--- config.mk ---
export PLATFORM = sky130hd
export DESIGN_NAME = sig_detect_seq
export DESIGN_NICKNAME = d
export VERILOG_FILES = /design/src/rtl/sdet_pkg.sv /design/src/rtl/sdet_div.sv /design/src/rtl/sdet_band.sv /design/src/rtl/sig_detect_seq.sv
export SDC_FILE = /design/constraint.sdc
export NUM_CORES = 1
export LEC_CHECK = 0
export ABC_CLOCK_PERIOD_IN_PS = 7200
export BUFFER_PORTS_ARGS = -buffer_cell sky130_fd_sc_hd__buf_4
export CORE_MARGIN = 2
export CORE_UTILIZATION = 50
export DETAILED_ROUTE_END_ITERATION = 8
export PLACE_DENSITY = 0.74
export SETUP_SLACK_MARGIN = 0.2
export SLEW_MARGIN = 20
export SYNTH_ARGS = -nofsm -noshare
export SYNTH_HDL_FRONTEND = slang
export SYNTH_SLANG_ARGS = --single-unit
--- constraint.sdc ---
create_clock -name clk -period 7.2 [get_ports clk]
set_clock_uncertainty 0.2 [all_clocks]
set_input_delay 0.36 -clock clk [delete_from_list [all_inputs] [get_ports clk]]
set_output_delay 0.36 -clock clk [all_outputs]
set_load 0.05 [all_outputs]
--- src/rtl/sdet_pkg.sv ---
// Shared types for the signature detection sequencer.
// Assumes: codes are observed at the top-level result port as 3-bit values.
package sdet_pkg;
    typedef enum logic [2:0] {
        SD_UNKNOWN  = 3'd0,
        SD_SHORT    = 3'd1,
        SD_CAP_HIGH = 3'd2,
        SD_SIG_LOW  = 3'd3,
        SD_GOOD     = 3'd4,
        SD_SIG_HIGH = 3'd5,
        SD_OPEN     = 3'd6,
        SD_OVERVOLT = 3'd7
    } sd_code_e;
endpackage

--- src/rtl/sdet_div.sv ---
// Restoring unsigned divider, one quotient bit per cycle.
// Assumes: go is a single-cycle pulse while idle. A zero divisor returns
// an all-ones quotient one cycle after go. Otherwise done pulses NUM_W
// cycles after go.
module sdet_div #(
    parameter int NUM_W = 26,
    parameter int DEN_W = 16
) (
    input  logic             clk,
    input  logic             rst_n,
    input  logic             go,
    input  logic [NUM_W-1:0] num,
    input  logic [DEN_W-1:0] den,
    output logic             done,
    output logic [NUM_W-1:0] quo
);
    localparam int CNT_W = $clog2(NUM_W + 1);

    logic [DEN_W-1:0] rem_q;
    logic [DEN_W-1:0] den_q;
    logic [CNT_W-1:0] cnt_q;
    logic [DEN_W:0]   trial;
    logic [DEN_W:0]   diff;
    logic             fits;

    // trial step: shift the next dividend bit into the remainder
    always_comb begin
        trial = {rem_q, quo[NUM_W-1]};
        diff  = trial - {1'b0, den_q};
        fits  = (trial >= {1'b0, den_q});
    end

    // load on go, then iterate one bit per cycle
    always_ff @(posedge clk) begin
        if (!rst_n) begin
            rem_q <= '0;
            den_q <= '0;
            cnt_q <= '0;
            quo   <= '0;
            done  <= 1'b0;
        end else begin
            done <= 1'b0;
            if (go) begin
                if (den == '0) begin
                    quo   <= '1;
                    cnt_q <= '0;
                    done  <= 1'b1;
                end else begin
                    quo   <= num;
                    rem_q <= '0;
                    den_q <= den;
                    cnt_q <= CNT_W'(NUM_W);
                end
            end else if (cnt_q != '0) begin
                rem_q <= fits ? diff[DEN_W-1:0] : trial[DEN_W-1:0];
                quo   <= {quo[NUM_W-2:0], fits};
                cnt_q <= cnt_q - 1'b1;
                if (cnt_q == CNT_W'(1)) done <= 1'b1;
            end
        end
    end
endmodule

--- src/rtl/sdet_band.sv ---
// Maps a slope resistance in ohms to a status code.
// Assumes: a value equal to a limit belongs to the lower band.
module sdet_band
    import sdet_pkg::*;
#(
    parameter int Q_W          = 26,
    parameter int R_SHORT_MAX  = 2400,
    parameter int R_LOW_MAX    = 17000,
    parameter int R_GOOD_MAX   = 29000,
    parameter int R_HIGH_MAX   = 50000
) (
    input  logic [Q_W-1:0] ohms,
    output sd_code_e       code
);
    localparam logic [Q_W-1:0] LIM_SHORT = Q_W'(R_SHORT_MAX);
    localparam logic [Q_W-1:0] LIM_LOW   = Q_W'(R_LOW_MAX);
    localparam logic [Q_W-1:0] LIM_GOOD  = Q_W'(R_GOOD_MAX);
    localparam logic [Q_W-1:0] LIM_HIGH  = Q_W'(R_HIGH_MAX);

    // band comparison, lowest band first
    always_comb begin
        if (ohms <= LIM_SHORT)     code = SD_SHORT;
        else if (ohms <= LIM_LOW)  code = SD_SIG_LOW;
        else if (ohms <= LIM_GOOD) code = SD_GOOD;
        else if (ohms <= LIM_HIGH) code = SD_SIG_HIGH;
        else                       code = SD_OPEN;
    end
endmodule

--- src/rtl/sig_detect_seq.sv ---
// Four-point signature detection sequencer.
// It runs two forced-current steps and then, only on a good slope, two
// forced-voltage steps. It takes the difference of each pair, divides to
// ohms and encodes the band.
// Assumes: the front end holds meas_data and the flags valid during the
// cycle meas_ack is high; meas_ack only answers a raised meas_req.
module sig_detect_seq
    import sdet_pkg::*;
#(
    parameter int DATA_W      = 16,
    parameter int I_LO_UA     = 165,
    parameter int I_HI_UA     = 275,
    parameter int V_LO_MV     = 4000,
    parameter int V_HI_MV     = 8000,
    parameter int SHORT_MV    = 1000,
    parameter int R_SHORT_MAX = 2400,
    parameter int R_LOW_MAX   = 17000,
    parameter int R_GOOD_MAX  = 29000,
    parameter int R_HIGH_MAX  = 50000
) (
    input  logic              clk,
    input  logic              rst_n,
    input  logic              start,
    input  logic              meas_ack,
    input  logic [DATA_W-1:0] meas_data,
    input  logic              cap_high,
    input  logic              over_volt,
    output logic              meas_req,
    output logic [1:0]        meas_step,
    output logic              done,
    output logic [2:0]        result
);
    localparam int SCALE = 1000;
    localparam int NUM_W = DATA_W + 10;
    localparam logic [DATA_W-1:0] SHORT_LIM = DATA_W'(SHORT_MV);
    localparam logic [DATA_W-1:0] FC_DEN    = DATA_W'(I_HI_UA - I_LO_UA);
    localparam logic [NUM_W-1:0]  FV_NUM    = NUM_W'((V_HI_MV - V_LO_MV) * SCALE);

    typedef enum logic [1:0] {ST_IDLE, ST_REQ, ST_DIV, ST_FIN} st_e;

    st_e               state;
    logic [1:0]        step;
    logic [DATA_W-1:0] samp_lo;
    sd_code_e          code_q;
    sd_code_e          result_q;
    logic              done_q;
    logic [DATA_W:0]   pair_diff;
    logic              pair_pos;
    logic [NUM_W-1:0]  div_num;
    logic [DATA_W-1:0] div_den;
    logic              div_go;
    logic              div_done;
    logic [NUM_W-1:0]  div_quo;
    sd_code_e          band;

    // operands for the divider from the current sample pair
    always_comb begin
        pair_diff = {1'b0, meas_data} - {1'b0, samp_lo};
        pair_pos  = !pair_diff[DATA_W] && (pair_diff != '0);
        if (!step[1]) begin
            div_num = pair_pos ? NUM_W'(pair_diff[DATA_W-1:0]) * NUM_W'(SCALE) : '0;
            div_den = FC_DEN;
        end else begin
            div_num = FV_NUM;
            div_den = pair_pos ? pair_diff[DATA_W-1:0] : '0;
        end
        div_go = (state == ST_REQ) && meas_ack && !over_volt && !cap_high && step[0];
    end

    sdet_div #(.NUM_W(NUM_W), .DEN_W(DATA_W)) u_div (
        .clk  (clk),
        .rst_n(rst_n),
        .go   (div_go),
        .num  (div_num),
        .den  (div_den),
        .done (div_done),
        .quo  (div_quo)
    );

    sdet_band #(
        .Q_W(NUM_W), .R_SHORT_MAX(R_SHORT_MAX), .R_LOW_MAX(R_LOW_MAX),
        .R_GOOD_MAX(R_GOOD_MAX), .R_HIGH_MAX(R_HIGH_MAX)
    ) u_band (
        .ohms(div_quo),
        .code(band)
    );

    // sequencing of steps, early aborts and result publication
    always_ff @(posedge clk) begin
        if (!rst_n) begin
            state    <= ST_IDLE;
            step     <= 2'd0;
            samp_lo  <= '0;
            code_q   <= SD_UNKNOWN;
            result_q <= SD_UNKNOWN;
            done_q   <= 1'b0;
        end else begin
            done_q <= 1'b0;
            case (state)
                ST_IDLE: if (start) begin
                    result_q <= SD_UNKNOWN;
                    step     <= 2'd0;
                    state    <= ST_REQ;
                end
                ST_REQ: if (meas_ack) begin
                    if (over_volt) begin
                        code_q <= SD_OVERVOLT;
                        state  <= ST_FIN;
                    end else if (cap_high) begin
                        code_q <= SD_CAP_HIGH;
                        state  <= ST_FIN;
                    end else if ((step == 2'd0) && (meas_data < SHORT_LIM)) begin
                        code_q <= SD_SHORT;
                        state  <= ST_FIN;
                    end else if (!step[0]) begin
                        samp_lo <= meas_data;
                        step    <= step + 2'd1;
                    end else begin
                        state <= ST_DIV;
                    end
                end
                ST_DIV: if (div_done) begin
                    if ((step == 2'd1) && (band == SD_GOOD)) begin
                        step  <= 2'd2;
                        state <= ST_REQ;
                    end else begin
                        code_q <= band;
                        state  <= ST_FIN;
                    end
                end
                default: begin
                    result_q <= code_q;
                    done_q   <= 1'b1;
                    state    <= ST_IDLE;
                end
            endcase
        end
    end

    // port drive
    always_comb begin
        meas_req  = (state == ST_REQ);
        meas_step = step;
        done      = done_q;
        result    = result_q;
    end
endmodule

### Word level (Yosys, flattened, before mapping)

Cells that the tools add are included.

* flip-flop bits (word level): 91
* latch bits: 0
* memory bits (writable): 0
* bits in read-only memories: 0
* output and inout port bits: 7
* logic and storage cells: 124
* memories: 0

* add/subtract/negate cells: 4
* multipliers: 1
* divide/modulo/power cells: 0
* $lt $le $gt $ge: 6
* equal/unequal tests: 17
* shift operators: 0
* multiplexer cells: 50
* bitwise operators: 6
* reductions and logical operators: 28

Operators with widths (number)
* 26-bit 2-to-1 mux: 5
* 16-bit 2-to-1 mux: 6
* 26-bit by 15-bit less-or-equal comparator with 1-bit output, second input constant: 2
* 2-bit 2-to-1 mux: 17
* 3-bit 2-to-1 mux: 10
* 26-bit by 12-bit less-or-equal comparator with 1-bit output, second input constant: 1
* 26-bit by 16-bit less-or-equal comparator with 1-bit output, second input constant: 1
* 16-bit by 7-bit multiplier with 23-bit output, second input constant: 1
* 2-bit inequality test, second input constant: 9
* 17-bit by 16-bit >= comparator with 1-bit output: 1
* 17-bit nonzero test: 1
* 16-bit by 16-bit subtractor with 17-bit output: 1
* 16-bit zero test: 1
* 16-bit by 10-bit < comparator with 1-bit output, second input constant: 1
* 16-bit subtractor: 1
* 5-bit 2-to-1 mux: 3
* 2-bit one-hot mux with 3 select lines: 2
* 3-bit one-hot mux with 2 select lines: 2
* 9-bit AND reduction: 1
* 8-bit AND reduction: 1
* 1-bit logical AND: 7
* 1-bit inverter: 6
* 2-bit AND reduction: 3
* 6-bit AND reduction: 1
* 19 further kinds: 28

### Longest topological paths before layout

Gate-level depths: netlist of run 1.

* depth after elaboration: 10
* mapped depth: 28
* mapped depth without buffers: 28

### Cells and area by module

Synthesis of run 1 repeated with hierarchy kept, for this count alone.

* cell total of the unflattened synthesis: 1109
* area total of the unflattened synthesis: 8993.6 µm²

Modules (own cells, without submodules)
* sig_detect_seq: times used 1, cells an instance 611, area an instance 5111.2 µm², seq. area each 540.5 µm²
* sdet_div: times used 1, cells an instance 457, area an instance 3619.7 µm², seq. area each 1281.2 µm²
* sdet_band: times used 1, cells an instance 41, area an instance 262.8 µm², seq. area each 0.0 µm²

### Worst setup path after synthesis of run 1

OpenSTA, ideal clock, no wires.

* kind: in2reg
* start point: in meas_data[0]
* end point: reg u_div.quo[23]
* setup time: 0.095 ns
* arrival: 5.876 ns
* required time: 6.905 ns
* path slack: 1.029 ns
* stages: 28
* cells stage by stage: inv_1 ha_1 inv_1 fa_1 a21o_1 a22oi_1 o2bb2ai_1 xor2_1 inv_1 nand2_1 nand2_1 xnor2_1 fa_1 inv_1 fa_1 inv_1 fa_1 inv_1 ha_1 a21oi_1 o21ai_0 a31oi_1 o21ai_0 a41oi_1 nor2b_1 xnor2_1 nand2_1 a221oi_1

* word-level cells in the longest chain between the ends: 8
* elaborated cells between the ends (all ways): 12
* those cells by class: add/sub: 1; mul: 1; mux: 6; reduce/logical: 4

Ends and longest elaborated chain
* start, declared: RTL line sig_detect_seq.sv:25 `input logic [DATA_W-1:0] meas_data,`
* 16-bit by 16-bit subtractor with 17-bit output *: RTL line sig_detect_seq.sv:58 `pair_diff = {1'b0, meas_data} - {1'b0, samp_lo};`
* branches (longest 5 deep; another with 16-bit by 7-bit multiplier with 23-bit output)
* 26-bit 2-to-1 mux *: RTL line sdet_div.sv:44 `if (den == '0) begin`
* 26-bit 2-to-1 mux *: RTL line sdet_div.sv:43 `if (go) begin`
* end signal, assigned: RTL line sdet_div.sv:49 `quo <= num;`
* end signal, assigned: RTL line sdet_div.sv:56 `quo <= {quo[NUM_W-2:0], fits};`
* end, declared: RTL line sdet_div.sv:15 `output logic [NUM_W-1:0] quo`

Every way passes the cells marked *.
A chain may end at the register's enable or synchronous reset.

### Final worst setup path of run 1

* start point: reg samp_lo[0]
* end point: reg u_div.quo[23]

* word-level cells in the longest chain between the ends: 8
* elaborated cells between the ends (all ways): 12
* those cells by class: add/sub: 1; mul: 1; mux: 6; reduce/logical: 4

Ends and longest elaborated chain
* start, declared: RTL line sig_detect_seq.sv:43 `logic [DATA_W-1:0] samp_lo;`
* start signal, assigned: RTL line sig_detect_seq.sv:116 `samp_lo <= meas_data;`
* 16-bit by 16-bit subtractor with 17-bit output *: RTL line sig_detect_seq.sv:58
* branches (longest 5 deep; another with 16-bit by 7-bit multiplier with 23-bit output)
* 26-bit 2-to-1 mux *: RTL line sdet_div.sv:44
* 26-bit 2-to-1 mux *: RTL line sdet_div.sv:43

Marked as above.

==> impl_metrics.csv, run 1 <==
group,metric,value,unit
status,status,"completed",
timing,finalSetupViolCount,0,
finish,antennaDiodeCount,0,
global_route,grt_max_degree,49,
setup_path,max_stage_delay,0.55,ns
synth,yosys.cell_types.count,72,
synth,avgSynthCellArea,8.39,um^2
synth,synth-edff-count,0,
min_path,hold_path.startpoint,"meas_data[4]",
timing,period_needed,6.56,ns
floorplan,die_h,136,um
synth,yosys_warnings,0,
global_route,grt_usage,0.234,
floorplan,die_area,18500,um^2
synth,syn_area,8730,um^2
setup_path,cp_top_family,"adder cells",
clock_tree,root_buffer,"clkbuf_16",
detailed_routing,wirelength,20800,um
min_path,min_path_type,"in2reg",
floorplan,pin_count,29,
setup_path,crit_type,"reg2reg",
clock_tree,cts_buffers,9,
floorplan,die_w,136,um
finish,instances_no_fill,1291,
finish,layout.nets,1222,
global_route,grt_pass1_wl,34700,um
setup_path,startpoint,"samp_lo[0]",
global_route,overflow,0,
detailed_routing,wl_met3,642,um
timing,drv_slew,0,
timing,rsz0062_at_grt,"false",
timing,slew_headroom,0.277,
timing,min_period_over_period,0.911,
clock_tree,ctsHoldBuffers,0,
global_route,antenna_found_initial,0,
timing,fin_tns_setup,0,ns
clock_tree,h-tree-depth,3,
min_path,hold_path_end,"samp_lo[4]",
setup_path,r2r_slack,0.64,ns
timing,tightest_slew,1.08,ns
flow_run,maxCapViolCount,0,
placement,routabilityCongestion,0.924,
detailed_routing,wirelength_met1,10000,um
clock_tree,insertion_delay,0.37,ns
floorplan,rows,48,
min_path,worstHoldPathCells,3,
setup_path,critPathArrivalTime,6.64,ns
detailed_routing,viasPerCell,5.80,
setup_path,path_max_fanout,7,
synth,synth-seq-cells,91,
finish,fill_cells,1614,
finish,syn_to_final_growth,9.33,%
detailed_routing,post_drt_wl_per_cell,16.1,um
detailed_routing,drtIter0Drc,484,
detailed_routing,drc_errors,0,
clock_tree,cts_tree,"yes",
finish,drive_gt1_frac,0.0872,
setup_path,r2r-end,"u_div.quo[23]",
placement,dp_cells,1271,
finish,ff_latch_area,1820,um^2
placement,place_hpwl,15600,um
setup_path,worstSetupStartpointType,"flop",
synth,syn-num-nets,1201,
timing,finalHoldViolCount,0,
timing,fmax,0.152,GHz
setup_path,required,7.27,ns
detailed_routing,drtPass1Iterations,5,
finish,multi_input_area,6280,um^2
setup_path,endpoint_kind,"flop",
clock_tree,cts_sinks,91,
floorplan,initial_core_util,0.508,
synth,yosysSeqAreaShare,0.209,
synth,syn_inst,1040,
synth,ys.flop_type,"dfxtp_1",
synth,synthArstFlopShare,0,
setup_path,rr_worst_depth,26,
detailed_routing,num_vias,7484,
detailed_routing,top_layer,"met4",
clock_tree,clock_path_buffers,2,
setup_path,crit_slowest_cell,"fa_1",
detailed_routing,met2WireLength,9650,um
clock_tree,clk_pin_slew,0.07,ns
setup_path,r2r-start,"samp_lo[0]",
global_route,grt_pass1_vias,7130,
floorplan,placeableCoreArea,17200,um^2
detailed_routing,final_antenna_net_count,0,
setup_path,crit_buf_inv,6,
placement,io_buffers,28,
setup_path,crit_top_cell,"inv_1",
## metrics by stage
step,utilization,setup slack (ns),area [um^2],hold WS [ns]
5_1_grt,0.556,0.222,9540,0.0695
3_3_place_gp,0.534,0.493,9170,0.251
3_5_place_dp,0.534,0.384,9170,0.256
2_1_floorplan,-,1.03,8730,0.236
4_1_cts,0.553,0.488,9500,0.0447
6_report,0.556,0.639,9540,0.0541
## sequential cells by signal (all words and copies together), names as in the netlist
register     count
code_q           3
meas_step        2
u_div.cnt_q      5
u_div.den_q     16
u_div.quo       26
u_div.done       1
result           3
state            2
u_div.rem_q     16
done             1
samp_lo         16
## worst min-delay path, stage by stage
cell,delay [ns]
buf_4,0.09
mux2i_1,0.06
nor2_1,0.07
## cell type report
class | count | share of cell area
timing repair buffer | 46 | 0.0362
multi-input combinational | 783 | 0.658
clock inverter | 6 | 0.0101
clock buffer | 10 | 0.0240
sequential | 91 | 0.191
tap | 225 | 0.0295
inverter | 130 | 0.0515
## metal layers
metal  GRT usage  vias to the layer above
li1            -                     3710
met1       0.314                     3614
met2       0.384                      134
met3      0.0347                       26
met4      0.0856                        0
met5           0                        -
## cell families after synthesis
kind of cell	share of synthesized area
AND/OR/NAND/NOR	0.157
AO/OA/AOI/OAI	0.214
buffers and inverters	0.0738
adder cells (fa/ha/maj)	0.242
flip-flops	0.209
multiplexers	0.0575
XOR/XNOR	0.0480
## timing repair
action | CTS | global route
buffers inserted | 0 | 4
endpoints found under the setup margin | 0 | 2
resized for setup | 0 | 3
## placed cells by master (no fill, tap or decap), types with 5 or more instances in the layout
cell         n
o2bb2ai_1   14
nand2b_1     7
a22oi_1      7
a311oi_1     6
o31ai_2      9
ha_1        91
o31a_1       8
and2_1       5
nor4_1       6
nor2b_1     10
xor2_1      17
nor3_1      20
nand4_1     17
a221oi_1    16
a21o_1      17
xnor2_1     29
o211ai_1     8
and3_1       9
nor2_1      84
a21oi_1     51
inv_1      126
buf_4       46
o31ai_1      5
or2_2        5
dfxtp_1     91
or3_1       10
a31oi_1      9
o21a_1      18
o21ai_0     43
nand2_1     89
nand3_1     16
fa_1        48
a21boi_0     5
mux2i_1     49
clkbuf_16    9
o21bai_1     5
## worst max path at each step
stage,end,slack (ns),depth (start not counted)
finish,u_div.quo[23],0.64,26
global route,u_div.quo[23],0.22,26
CTS,u_div.quo[23],0.49,27
detailed placement,u_div.quo[23],0.38,30
global placement,u_div.quo[23],0.49,27
floorplan,u_div.quo[23],1.03,28
## synth_stat cells, types with 5 or more instances
library cell,n,area (um^2)
nand4_1,17,106
and2_1,5,31.3
o31a_1,8,70.1
nor4_1,6,37.5
o21a_1,18,135
o21bai_1,5,37.5
o31ai_1,5,37.5
a31oi_1,10,62.6
a21boi_0,5,37.5
nor2_1,84,315
or3_1,10,62.6
a22oi_1,8,60.1
a311oi_1,6,52.6
nor3_1,20,100
o31ai_2,9,113
mux2i_1,49,490
fa_1,48,961
clkbuf_1,29,109
nand2b_1,7,43.8
xnor2_1,29,254
dfxtp_1,91,1820
and3_1,9,56.3
ha_1,91,1140
nor2b_1,10,62.6
a21oi_1,52,260
o21ai_0,43,215
xor2_1,17,149
nand3_1,16,80.1
o2bb2ai_1,14,123
a221oi_1,16,140
nand2_1,89,334
o211ai_1,8,60.1
inv_1,126,473
a21o_1,17,128
or2_2,5,31.3
Power of run 1 is left out: the tool's default activity adds up to more than one toggle a clock period on the data nets, which glitch-free logic cannot reach.
==> run 2: changes to the inputs <==
--- a/config.mk
+++ b/config.mk
@@ -10,7 +10,7 @@
 export CORE_MARGIN = 2
 export CORE_UTILIZATION = 50
 export DETAILED_ROUTE_END_ITERATION = 8
-export PLACE_DENSITY = 0.74
+export PLACE_DENSITY = 0.66
 export SETUP_SLACK_MARGIN = 0.2
 export SLEW_MARGIN = 20
 export SYNTH_ARGS = -nofsm -noshare
==> run 2 against run 1 <==
Non-clock buffer count shrank 2. Fmax grew 1.3%. Final cell count is essentially flat. Routed wire length shrank 0.99%. Register-to-register slack gained 0.09 ns. Global-route usage is essentially flat. Count of clock-buffer cells in the layout grew 1. Critical path depth is the same. Utilization is essentially flat. Final area is essentially flat.
==> impl_metrics.csv, run 2 (same netlist as run 1, synthesis figures left out) <==
group,metric,value,unit
placement,routabilityCongestion,0.858,
floorplan,rows,48,
flow_run,maxCapViolCount,0,
finish,largest_reg_flops,26,
global_route,grt_pass1_wl,34900,um
global_route,grt.met2_usage,0.367,
global_route,top_usage_layer,"met2",
setup_path,endpoint_kind,"flop",
finish,stdcell_area,9540,um^2
finish,top_register,"u_div.quo",
detailed_routing,post_drt_wl_per_cell,16.0,um
finish,drive_gt1_frac,0.0865,
floorplan,placeableCoreArea,17200,um^2
placement,dp_cells,1273,
placement,io_buffers,28,
timing,finalHoldWorstSlack,0.0537,ns
clock_tree,h-tree-depth,3,
setup_path,r2r-end,"u_div.quo[23]",
timing,finalSetupViolCount,0,
floorplan,die_area,18500,um^2
finish,layout.nets,1220,
setup_path,worstSetupStartpointType,"flop",
placement,place_hpwl,15800,um
detailed_routing,drc_errors,0,
detailed_routing,drtIter0Drc,496,
detailed_routing,viasPerCell,5.66,
setup_path,rr_worst_depth,26,
detailed_routing,drtPass1Iterations,5,
clock_tree,clock_path_buffers,2,
detailed_routing,final_antenna_net_count,0,
min_path,hold_path.startpoint,"meas_data[3]",
placement,dpl_cell_area,9190,um^2
clock_tree,root_buffer,"clkbuf_16",
setup_path,path_max_fanout,7,
finish,layout_commonest_cell,"inv_1",
min_path,worstHoldPathCells,3,
timing,period_needed,6.48,ns
floorplan,die_w,136,um
clock_tree,insertion_delay,0.36,ns
setup_path,critPathArrivalTime,6.53,ns
floorplan,pin_count,29,
clock_tree,clk_pin_slew,0.07,ns
global_route,met3_usage,0.0354,
global_route,grtUsageMet1,0.336,
global_route,grt_pass1_vias,7014,
setup_path,r2r-start,"samp_lo[1]",
floorplan,die_h,136,um
clock_tree,cts_sinks,91,
timing,fin_tns_setup,0,ns
timing,fmax,0.154,GHz
min_path,hold_path_end,"samp_lo[3]",
clock_tree,postCtsSetupBuffers,0,
floorplan,initial_core_util,0.508,
global_route,antenna_found_initial,0,
timing,rsz0062_at_grt,"false",
min_path,min_path_type,"in2reg",
clock_tree,cts_tree,"yes",
timing,tightest_slew,1.10,ns
timing,slew_headroom,0.265,
finish,syn_to_final_growth,9.30,%
finish,final_cell_mix,"126 x inv_1, 91 x ha_1, 91 x dfxtp_1",
setup_path,r2r_slack,0.72,ns
global_route,grt_max_degree,64,
timing,drv_slew,0,
timing,min_period_over_period,0.899,
timing,finalHoldViolCount,0,
clock_tree,cts_buffers,9,
global_route,grt_usage,0.234,
global_route,overflow,0,
setup_path,crit_type,"reg2reg",
status,status,"completed",
setup_path,required,7.25,ns
detailed_routing,wirelength,20600,um
finish,instances_no_fill,1290,
detailed_routing,num_vias,7306,
[run 2: cell types whose count changed in the layout (fill, tap and decap cells not counted), sizes merged]
cell	delta
clkbuf	+1
clkinvlp	-1
diode	+1
clkinv	+2
buf	-2
inv	-2
[run 2: area by class of cell]
| class | instances | area [um^2] |
|---|---|---|
| Antenna cell | 1 | 2.50 |
| Clock buffer | 11 | 253 |
| Clock inverter | 5 | 82.6 |
| Fill cell | 1668 | 7640 |
| Inverter | 130 | 492 |
| Multi-Input combinational cell | 783 | 6280 |
| Sequential cell | 91 | 1820 |
| Tap cell | 225 | 282 |
| Timing Repair Buffer | 44 | 330 |
[run 2: critical path: stages, from the launching register on]
cell	delay, ns
dfxtp_1	0.34
inv_1	0.07
ha_1	0.27
nor2b_1	0.14
o31a_1	0.30
o211a_1	0.28
o21a_1	0.19
or2_2	0.35
clkinvlp_4	0.18
nand2_1	0.14
nand2_1	0.20
xnor2_1	0.12
fa_1	0.51
inv_1	0.05
fa_1	0.50
inv_1	0.05
fa_1	0.49
inv_1	0.04
ha_1	0.35
and4_1	0.23
a31oi_2	0.28
o21ai_1	0.11
a41oi_1	0.24
nor2b_1	0.19
xnor2_1	0.13
nand2_1	0.07
a221oi_1	0.33
[run 2: repair_timing]
| item | 4_1_cts | 5_1_grt |
|---|---|---|
| setup endpoints to repair | 0 | 2 |
| hold buffers | 0 | 0 |
| endpoints found under the hold margin | 0 | 0 |
| resized for setup | 0 | 4 |
[run 2: through the flow]
step           worst slack [ns]  utilization
6_report                  0.724        0.555
5_1_grt                   0.255        0.555
4_1_cts                   0.515        0.554
3_5_place_dp              0.429        0.535
3_3_place_gp              0.541        0.535
2_1_floorplan              1.03            -
[run 2: how the worst max path moves through the flow]
stage | startpoint | to
floorplan | meas_data[0] | u_div.quo[23]
global placement | meas_data[4] | u_div.quo[23]
detailed placement | meas_data[1] | u_div.quo[23]
CTS | samp_lo[1] | u_div.quo[23]
global route | samp_lo[1] | u_div.quo[25]
finish | samp_lo[1] | u_div.quo[23]
[run 2: per-layer routing]
layer / routed length [um] / vias to the layer above
met5: 0 / -
met1: 10500 / 3475
li1: - / 3700
met4: 369 / 0
met2: 9120 / 111
met3: 608 / 20
Power of run 2 is left out for the same reason.
==> run 3: changes to the inputs <==
--- a/config.mk
+++ b/config.mk
@@ -15,4 +15,5 @@
 export SLEW_MARGIN = 20
 export SYNTH_ARGS = -nofsm -noshare
 export SYNTH_HDL_FRONTEND = slang
+export SYNTH_HIERARCHICAL = 1
 export SYNTH_SLANG_ARGS = --single-unit
==> run 3 against run 2 <==
Die area is 2.9% higher. Worst setup slack got worse by 0.0029 ns. Final cell count rose by 5.3%. Critical path depth is 1 lower. Global-route usage shrank 1.1 points. Area after synthesis rose by 3.0%. Utilization fell by 0.91 points. Final area increased by 1.8%.
==> impl_metrics.csv, run 3 <==
group,metric,value,unit
setup_path,path_max_fanout,8,
detailed_routing,final_antenna_net_count,0,
min_path,hold_path_end,"samp_lo[6]",
clock_tree,postCtsSetupBuffers,0,
synth,synth-seq-cells,91,
setup_path,critPathArrivalTime,6.52,ns
timing,period_needed,6.48,ns
detailed_routing,wirelength,20700,um
setup_path,r2r-end,"u_div/quo[21]",
synth,synthMostInstantiatedCell,"nor2_1",
finish,largest_reg_flops,26,
detailed_routing,drtPass1Iterations,5,
setup_path,crit_type,"reg2reg",
timing,drv_slew,0,
finish,finish.utilization,0.546,
detailed_routing,num_vias,7661,
synth,avgSynthCellArea,8.11,um^2
global_route,grt_pass1_wl,35700,um
floorplan,die_h,138,um
timing,rsz0062_at_grt,"false",
min_path,worstHoldPathCells,3,
finish,fill_cells,1707,
floorplan,pin_count,29,
detailed_routing,drtIter0Drc,481,
clock_tree,cts_buffers,9,
floorplan,die_area,19100,um^2
min_path,hold_path.startpoint,"meas_data[6]",
synth,yosysTopAreaCell,"dfxtp_1",
finish,antennaDiodeCount,0,
synth,yosys_warnings,6,
finish,syn_to_final_growth,8.00,%
clock_tree,clk_pin_slew,0.06,ns
finish,final_cell_mix,"135 x nor2_1, 133 x inv_1, 91 x ha_1, 91 x dfxtp_1, 90 x nand2_1",
finish,layout.nets,1288,
clock_tree,cts_tree,"yes",
setup_path,r2r-start,"samp_lo[0]",
floorplan,die_w,138,um
clock_tree,h-tree-depth,3,
synth,synth-edff-count,0,
finish,multi_input_area,6510,um^2
detailed_routing,drc_errors,0,
synth,yosys.cell_types.count,82,
placement,io_buffers,28,
placement,place_hpwl,15900,um
finish,drive_gt1_frac,0.0974,
clock_tree,root_buffer,"clkbuf_16",
timing,tightest_slew,1.02,ns
timing,finalHoldViolCount,0,
setup_path,endpoint_kind,"flop",
detailed_routing,viasPerCell,5.64,
finish,instances_no_fill,1358,
synth,synthArstFlopShare,0,
placement,routabilityCongestion,0.883,
synth,yosysSeqAreaShare,0.203,
global_route,antenna_found_initial,0,
setup_path,required,7.24,ns
synth,ys.flop_type,"dfxtp_1",
setup_path,r2r_slack,0.72,ns
detailed_routing,post_drt_wl_per_cell,15.2,um
timing,fin_tns_setup,0,ns
floorplan,placeableCoreArea,17800,um^2
setup_path,worstSetupStartpointType,"flop",
synth,synth_top_area_frac,0.203,
placement,dp_cells,1345,
timing,fmax,0.154,GHz
global_route,grt_pass1_vias,7204,
clock_tree,insertion_delay,0.35,ns
status,status,"completed",
global_route,overflow,0,
floorplan,initial_core_util,0.506,
timing,slew_headroom,0.313,
setup_path,max_stage_delay,0.51,ns
synth,synth.area.top_cells,"dfxtp_1 20%, ha_1 13%, fa_1 11%",
setup_path,crit_slowest_cell,"fa_1",
synth,syn_area,8990,um^2
timing,finalSetupViolCount,0,
finish,layout_commonest_cell,"nor2_1",
finish,ff_latch_area,1820,um^2
floorplan,rows,49,
synth,syn_inst,1109,
synth,synth.top_cells.by_count,"135 x nor2_1, 133 x inv_1, 91 x dfxtp_1, 91 x ha_1, 90 x nand2_1",
timing,min_period_over_period,0.900,
clock_tree,cts_sinks,91,
setup_path,rr_worst_depth,25,
min_path,min_path_type,"in2reg",
clock_tree,clock_path_buffers,2,
global_route,grt_usage,0.223,
flow_run,maxCapViolCount,0,
finish,top_register,"u_div/quo",
global_route,grt_max_degree,77,
-- run 3: cell types whose count changed after synthesis, moves of 14 or more --
cell / previous run / this run
a21boi_0: 5 / 21
a221oi_1: 16 / 0
mux2i_1: 49 / 22
nand3_1: 16 / 30
nor2_1: 84 / 135
nor2b_1: 10 / 27
o221a_2: 1 / 26
o2bb2ai_1: 14 / 0
-- run 3: routing by layer --
layer / vias to the layer above / GRT usage / share of wire
li1: 3867 / - / -
met1: 3641 / 0.325 / 0.51
met2: 125 / 0.341 / 0.43
met3: 28 / 0.0360 / 0.032
met4: 0 / 0.0687 / 0.024
met5: - / 0 / 0
-- run 3: how the worst max path moves through the flow --
stage	endpoint	start	depth (start not counted)
after floorplan	u_div/quo[21]	meas_data[0]	26
after global placement	u_div/quo[21]	meas_data[0]	27
after detailed placement	u_div/quo[21]	meas_data[0]	27
after CTS	u_div/quo[21]	samp_lo[0]	25
after global routing	u_div/quo[25]	samp_lo[0]	25
final	u_div/quo[21]	samp_lo[0]	25
-- run 3: cells by family after synthesis --
kind of cell | after synthesis | share of synthesized area
buf+inv | 171 | 0.0762
xor+xnor | 51 | 0.0522
compound gates | 255 | 0.207
mux | 23 | 0.0257
flops | 91 | 0.203
fa+ha+maj | 140 | 0.235
simple gates | 377 | 0.201
other cells | 1 | 0.000417
-- run 3: timing repair --
| item | CTS | global route |
|---|---|---|
| resized for setup | 0 | 1 |
| hold buffers | 0 | 0 |
| setup endpoints to repair | 0 | 1 |
-- run 3: critical path, delay by kind of cell, from the launching register on --
kind / cells / cell delay [ns]
compound gates: 10 / 2.23
flops: 1 / 0.33
fa+ha+maj: 6 / 2.46
simple gates: 1 / 0.20
buf+inv: 4 / 0.21
xor+xnor: 4 / 0.74
-- run 3: final cells by class --
cell class | instances | share of cell area
multi-input cells | 849 | 0.670
flip-flops and latches | 91 | 0.188
inverters | 134 | 0.0518
repair buffers | 42 | 0.0325
well taps | 229 | 0.0295
clock buffers | 9 | 0.0232
clock inverters | 4 | 0.00554
-- run 3: stage by stage --
stage | cell area [um^2] | setup WS [ns] | hold slack, ns
CTS | 9710 | 0.625 | 0.0830
detailed placement | 9430 | 0.455 | 0.259
global route | 9710 | 0.280 | 0.0980
floorplan | 9000 | 1.01 | 0.243
finish | 9710 | 0.721 | 0.0908
global placement | 9430 | 0.548 | 0.255
Power of run 3 is left out for the same reason.
